### src/rtl/srl_pkg.sv
package srl_pkg;

    localparam int SR_W    = 8;
    localparam int BP_W    = 4;
    localparam int BPL_POS = 7;
    localparam int BP_LSB  = 2;
    localparam int WEL_POS = 1;

    localparam logic [BP_W-1:0] BP_RST  = '1;
    localparam logic            BPL_RST = 1'b1;

    typedef enum logic [1:0] {
        ST_IDLE   = 2'd0,
        ST_CHECK  = 2'd1,
        ST_COMMIT = 2'd2,
        ST_REFUSE = 2'd3
    } srl_state_e;

endpackage

### src/rtl/srl_wel_latch.sv
module srl_wel_latch (
    input  logic clk,
    input  logic rst_n,
    input  logic set_i,
    input  logic clr_i,
    output logic q_o
);

    always_ff @(posedge clk or negedge rst_n) begin
        if (!rst_n) begin
            q_o <= 1'b0;
        end else if (clr_i) begin
            q_o <= 1'b0;
        end else if (set_i) begin
            q_o <= 1'b1;
        end
    end

endmodule

### src/rtl/srl_lock_rule.sv
module srl_lock_rule (
    input  logic wp_n_i,
    input  logic bpl_i,
    input  logic wel_i,
    output logic grant_o
);

    logic locked;

    always_comb begin
        locked  = !wp_n_i && bpl_i;
        grant_o = wel_i && !locked;
    end

endmodule

### src/rtl/srl_fsm.sv
module srl_fsm
    import srl_pkg::*;
(
    input  logic clk,
    input  logic rst_n,
    input  logic req_i,
    input  logic grant_i,
    output logic cap_en_o,
    output logic load_en_o,
    output logic wel_clr_o,
    output logic accept_o,
    output logic reject_o
);

    srl_state_e state_q;
    srl_state_e state_d;

    always_ff @(posedge clk or negedge rst_n) begin
        if (!rst_n) begin
            state_q <= ST_IDLE;
        end else begin
            state_q <= state_d;
        end
    end

    always_comb begin
        state_d = state_q;
        unique case (state_q)
            ST_IDLE:   if (req_i) state_d = ST_CHECK;
            ST_CHECK:  state_d = grant_i ? ST_COMMIT : ST_REFUSE;
            ST_COMMIT: state_d = ST_IDLE;
            ST_REFUSE: state_d = ST_IDLE;
            default:   state_d = ST_IDLE;
        endcase
    end

    always_comb begin
        cap_en_o  = 1'b0;
        load_en_o = 1'b0;
        wel_clr_o = 1'b0;
        accept_o  = 1'b0;
        reject_o  = 1'b0;
        unique case (state_q)
            ST_IDLE:   cap_en_o = req_i;
            ST_CHECK: begin
                wel_clr_o = 1'b1;
                load_en_o = grant_i;
            end
            ST_COMMIT: accept_o = 1'b1;
            ST_REFUSE: reject_o = 1'b1;
            default:   ;
        endcase
    end

endmodule

### src/rtl/srl_stat_reg.sv
module srl_stat_reg
    import srl_pkg::*;
(
    input  logic            clk,
    input  logic            rst_n,
    input  logic            load_en_i,
    input  logic            wr_bpl_i,
    input  logic [BP_W-1:0] wr_bp_i,
    input  logic            wel_i,
    output logic [SR_W-1:0] stat_o,
    output logic [BP_W-1:0] bp_o
);

    logic bpl_q;

    always_ff @(posedge clk or negedge rst_n) begin
        if (!rst_n) begin
            bpl_q <= BPL_RST;
        end else if (load_en_i) begin
            bpl_q <= wr_bpl_i;
        end
    end

    generate
        for (genvar i = 0; i < BP_W; i++) begin : g_bp
            always_ff @(posedge clk or negedge rst_n) begin
                if (!rst_n) begin
                    bp_o[i] <= BP_RST[i];
                end else if (load_en_i) begin
                    bp_o[i] <= wr_bp_i[i];
                end
            end
        end
    endgenerate

    always_comb begin
        stat_o                   = '0;
        stat_o[BPL_POS]          = bpl_q;
        stat_o[BP_LSB +: BP_W]   = bp_o;
        stat_o[WEL_POS]          = wel_i;
    end

endmodule

### src/rtl/srl_status_lock.sv
module srl_status_lock
    import srl_pkg::*;
(
    input  logic            clk,
    input  logic            rst_n,
    input  logic            wrsr_req,
    input  logic [SR_W-1:0] wrsr_data,
    input  logic            wp_n,
    input  logic            wel_set,
    output logic [SR_W-1:0] stat_q,
    output logic [BP_W-1:0] bp_o,
    output logic            wel_q,
    output logic            wr_accept,
    output logic            wr_reject
);

    logic            cap_en;
    logic            load_en;
    logic            wel_clr;
    logic            grant;
    logic            hold_bpl;
    logic [BP_W-1:0] hold_bp;
    logic            spare_bits_unused;

    // Bits outside the protection fields are read-only; drop them here.
    assign spare_bits_unused = ^{wrsr_data[6], wrsr_data[1:0]};

    always_ff @(posedge clk or negedge rst_n) begin
        if (!rst_n) begin
            hold_bpl <= 1'b0;
            hold_bp  <= '0;
        end else if (cap_en) begin
            hold_bpl <= wrsr_data[BPL_POS];
            hold_bp  <= wrsr_data[BP_LSB +: BP_W];
        end
    end

    srl_wel_latch u_wel (
        .clk   (clk),
        .rst_n (rst_n),
        .set_i (wel_set),
        .clr_i (wel_clr),
        .q_o   (wel_q)
    );

    srl_lock_rule u_rule (
        .wp_n_i  (wp_n),
        .bpl_i   (stat_q[BPL_POS]),
        .wel_i   (wel_q),
        .grant_o (grant)
    );

    srl_fsm u_fsm (
        .clk       (clk),
        .rst_n     (rst_n),
        .req_i     (wrsr_req),
        .grant_i   (grant),
        .cap_en_o  (cap_en),
        .load_en_o (load_en),
        .wel_clr_o (wel_clr),
        .accept_o  (wr_accept),
        .reject_o  (wr_reject)
    );

    srl_stat_reg u_stat (
        .clk       (clk),
        .rst_n     (rst_n),
        .load_en_i (load_en),
        .wr_bpl_i  (hold_bpl),
        .wr_bp_i   (hold_bp),
        .wel_i     (wel_q),
        .stat_o    (stat_q),
        .bp_o      (bp_o)
    );

endmodule

### config.mk
export PLATFORM = sky130hd
export DESIGN_NAME = srl_status_lock
export DESIGN_NICKNAME = d
export VERILOG_FILES = /design/src/rtl/srl_pkg.sv /design/src/rtl/srl_wel_latch.sv /design/src/rtl/srl_lock_rule.sv /design/src/rtl/srl_fsm.sv /design/src/rtl/srl_stat_reg.sv /design/src/rtl/srl_status_lock.sv
export SDC_FILE = /design/constraint.sdc
export NUM_CORES = 1
export LEC_CHECK = 0
export ABC_CLOCK_PERIOD_IN_PS = 1940
export BUFFER_PORTS_ARGS = -buffer_cell sky130_fd_sc_hd__buf_4
export CAP_MARGIN = 30
export CORE_UTILIZATION = 43
export DETAILED_ROUTE_END_ITERATION = 10
export MAX_ROUTING_LAYER = met4
export PLACE_DENSITY_LB_ADDON = 0.1
export SKIP_LAST_GASP = 1
export SLEW_MARGIN = 20
export SYNTH_ARGS = -nofsm -noshare
export SYNTH_HDL_FRONTEND = slang
export SYNTH_HIERARCHICAL = 1
export SYNTH_SLANG_ARGS = --single-unit
### constraint.sdc
create_clock -name clk -period 1.94 [get_ports clk]
set_input_delay 0.388 -clock clk [delete_from_list [all_inputs] [get_ports clk]]
set_output_delay 0.388 -clock clk [all_outputs]
set_load 0.01 [all_outputs]
==> impl_table.tex <==
\begin{tabular}{lr}
\hline
Metric & Value \\
\hline
\multicolumn{2}{l}{\textbf{Status}} \\
Result of the run & complete, no violations \\
\multicolumn{2}{l}{\textbf{Worst setup path}} \\
CP endpoint kind & primary output \\
Worst-path fanout max & 6 \\
Setup slack of the most critical reg-to-reg path & 0.58 ns \\
RR Endpoint & u\_stat/bp\_o[3]\$\_DFFE\_PN1P\_ \\
Crit Path Category & flop to primary output \\
Worst R2R Start & u\_wel/q\_o\$\_DFFE\_PN0P\_ \\
R2r worst-path depth & 3 \\
Data arrival at the endpoint of the critical path & 1.08 ns \\
CP Launch Type & flop \\
Worst path required time & 1.55 ns \\
\multicolumn{2}{l}{\textbf{Floorplanning}} \\
X dimension of the die & 39.1 um \\
Core outline area & 1190 um2 \\
Number of core rows & 12 \\
Total die area & 1530 um2 \\
Chip height & 39.1 um \\
Num ports & 28 \\
Starting density of the core & 49.8\% \\
\multicolumn{2}{l}{\textbf{Clocking}} \\
Library cell used as clock root buffer & sky130\_fd\_sc\_hd\_\_clkbuf\_4 \\
Insertion delay to the later sink of the worst-skew pair & 0.27 ns \\
Clock slew seen by the registers of the worst setup and hold paths & 0.07 ns \\
TritonCTS clock tree & yes \\
TritonCTS Buffers & 3 \\
Clk sink count & 13 \\
Number of H-tree branching levels & 1 \\
Maximum buffer depth of the clock tree & 2 \\
\multicolumn{2}{l}{\textbf{STA}} \\
Achievable clock frequency & 679 MHz \\
Number of hold violations in the final report & 0 \\
Post-route setup TNS & 0 ns \\
Minimum setup slack in the final design & 0.468 ns \\
Final clock skew & 0.00829 ns \\
Fraction of the cycle the final worst path needs & 75.9\% \\
Setup repair after global routing missed its margin & false \\
Minimum clock period & 1.47 ns \\
Final count of pins violating max slew & 0 \\
Endpoints failing setup & 0 \\
\multicolumn{2}{l}{\textbf{Min path}} \\
Hold Startpoint & wel\_set \\
Worst hold endpoint & u\_wel/q\_o\$\_DFFE\_PN0P\_ \\
Count of cells along the worst hold path & 2 \\
Min-delay worst type & input port to flop \\
\multicolumn{2}{l}{\textbf{Synth}} \\
Synth Instances & 43 \\
Count leader, synth & sky130\_fd\_sc\_hd\_\_mux2\_2 \\
Most area-consuming cells after synthesis & sky130\_fd\_sc\_hd\_\_dfrtp\_1 (34\%), sky130\_fd\_sc\_hd\_\_dfstp\_2 (22\%), sky130\_fd\_sc\_hd\_\_mux2\_2 (19\%), sky130\_fd\_sc\_hd\_\_buf\_4 (10\%), sky130\_fd\_sc\_hd\_\_nor2b\_4 (2.3\%) \\
Synthesized area per cell & 13.7 um2 \\
Number of distinct library cells after synthesis & 16 \\
EDFF count, synth & 0 \\
Area fraction in and, or, nand and nor cells after synthesis & 9.11\% \\
Mux cell area share after synthesis & 19.1\% \\
Async set-or-reset flop fraction in the synthesized netlist & 100\% \\
Largest family of logic cells by synthesized area & multiplexers \\
Share of synthesized cell area in full adder, half adder and majority cells & 0\% \\
Warning count from the yosys run & 6 \\
Ys flop type & sky130\_fd\_sc\_hd\_\_dfrtp\_1 \\
Area share of the leading cell type in the synthesized netlist & 33.9\% \\
Ranking of synthesized cells by instance count & sky130\_fd\_sc\_hd\_\_mux2\_2 (10), sky130\_fd\_sc\_hd\_\_buf\_4 (8), sky130\_fd\_sc\_hd\_\_dfrtp\_1 (8) \\
Post-synthesis instance area & 591 um2 \\
Post-synthesis register bit count & 13 \\
Xor/xnor share of the synthesized area & 0\% \\
Cell type with the highest aggregate area in the netlist & sky130\_fd\_sc\_hd\_\_dfrtp\_1 \\
Compound-cell area share of the yosys netlist & 4.24\% \\
Post-synthesis sequential area ratio & 56.1\% \\
\multicolumn{2}{l}{\textbf{Detailed routing}} \\
Average wire length per cell after detail routing & 13.5 um \\
Average vias per placed instance & 4.78 \\
Via total after detailed routing & 373 \\
DRC violation total after the first TritonRoute iteration & 1 \\
Detail Route Antenna Nets & 0 \\
DRC viols & 0 \\
Detailed-route wire length & 1050 um \\
Router iterations before antenna repair & 2 \\
\multicolumn{2}{l}{\textbf{Final layout}} \\
Layout area overhead & 28.8\% \\
Share of cells above drive strength 1 & 68.8\% \\
Layout Nets & 78 \\
Number of antenna repair diodes & 0 \\
\multicolumn{2}{l}{\textbf{Global routing}} \\
Global route overflow & 0 \\
Overall fraction of global-route tracks in use & 18.7\% \\
Pin count of the biggest net entering global routing & 14 \\
Number of global-route vias before repair & 397 \\
Number of antenna violations at the first check in global routing & 0 \\
First-pass GRT wire length & 1690 um \\
\multicolumn{2}{l}{\textbf{Placement}} \\
Setup slack at placement & 0.480 ns \\
Count of port buffers added during placement & 22 \\
Placed wire-length estimate & 819 um \\
Final weighted congestion in routability-driven placement & 0.685 \\
\multicolumn{2}{l}{\textbf{Power}} \\
VDD IR-drop max & 0.814 mV \\
Power density relative to cell area & 1700 nW/um2 \\
Leakage & 0.000363 uW \\
\multicolumn{2}{l}{\textbf{Flow run}} \\
Max Cap Violations & 0 \\
\hline
\end{tabular}
## layout make-up
| class | count | area (um2) |
|---|---|---|
| inverter | 1 | 3.75 |
| clock buffer | 4 | 26.3 |
| multi-input combinational | 22 | 199 |
| timing repair buffer | 24 | 183 |
| tap | 14 | 17.5 |
| fill | 91 | 425 |
| sequential | 13 | 332 |
## stage by stage
step	total power (uW)	cells	area, um2	hold slack (ns)	utilization (%)
3_5_place_dp	1140	73	724	0.237	61.1
4_1_cts	1310	78	761	0.342	64.1
3_3_place_gp	1100	73	724	0.231	61.1
5_1_grt	1390	78	761	0.330	64.1
2_1_floorplan	941	44	594	0.0924	-
6_report	1290	78	761	0.349	64.1
## sequential cells by signal, indices dropped and copies added (netlist names)
signal         count
hold_bp            4
u_stat/bp_o        4
u_fsm/state_q      2
hold_bpl           1
u_stat/bpl_q       1
u_wel/q_o          1
## layer usage
metal | track usage, % | wire length (um) | share of wire [%] | up-vias
met5 | - | 0 | 0 | -
met4 | 15.5 | 25 | 2.4 | 0
met3 | 3.47 | 62 | 5.9 | 4
met2 | 30.0 | 558 | 53 | 19
met1 | 19.8 | 407 | 39 | 174
li1 | - | - | - | 176
## worst max path at each step
stage	slack, ns	to	startpoint
floorplan	0.53	hold_bp[0]$_DFFE_PN0P_	u_fsm/state_q[1]$_DFFE_PN0P_
global placement	0.56	u_stat/bp_o[0]$_DFFE_PN1P_	wp_n
detailed placement	0.48	u_stat/bp_o[3]$_DFFE_PN1P_	wp_n
CTS	0.46	wr_accept	u_fsm/state_q[1]$_DFFE_PN0P_
global route	0.40	wr_accept	u_fsm/state_q[0]$_DFFE_PN0P_
finish	0.47	wr_accept	u_fsm/state_q[1]$_DFFE_PN0P_
## power by group
part | leakage, uW | total [uW] | switching, uW | internal [uW]
Clock | 0.0000150 | 162 | 82.1 | 79.6
Combinational | 0.000201 | 570 | 214 | 356
Sequential | 0.000147 | 563 | 113 | 450
## what timing repair did
| item | in CTS | in global routing |
|---|---|---|
| hold endpoints to repair | 8 | 0 |
| gates resized for setup | 0 | 0 |
| setup buffers | 0 | 0 |
| hold buffers | 1 | 0 |
## kinds of logic after synthesis
family | after synthesis
DFF | 13
other | 1
buffers and inverters | 9
and+or+nand+nor | 7
AOI/OAI and AO/OA | 3
muxes | 10
## worst max-delay path, stage by stage, from the launching register on
cell,delay (ns)
sky130_fd_sc_hd__dfrtp_1,0.46
sky130_fd_sc_hd__and2b_2,0.23
sky130_fd_sc_hd__buf_4,0.14
## cell usage in the layout (no fill, tap or decap), types with 2 or more instances in the layout
| master | count |
|---|---|
| sky130_fd_sc_hd__dfstp_2 | 5 |
| sky130_fd_sc_hd__clkbuf_4 | 3 |
| sky130_fd_sc_hd__buf_4 | 23 |
| sky130_fd_sc_hd__conb_1 | 2 |
| sky130_fd_sc_hd__dfrtp_1 | 8 |
| sky130_fd_sc_hd__mux2_2 | 10 |
No activity file was read; power rests on OpenSTA's default activity.
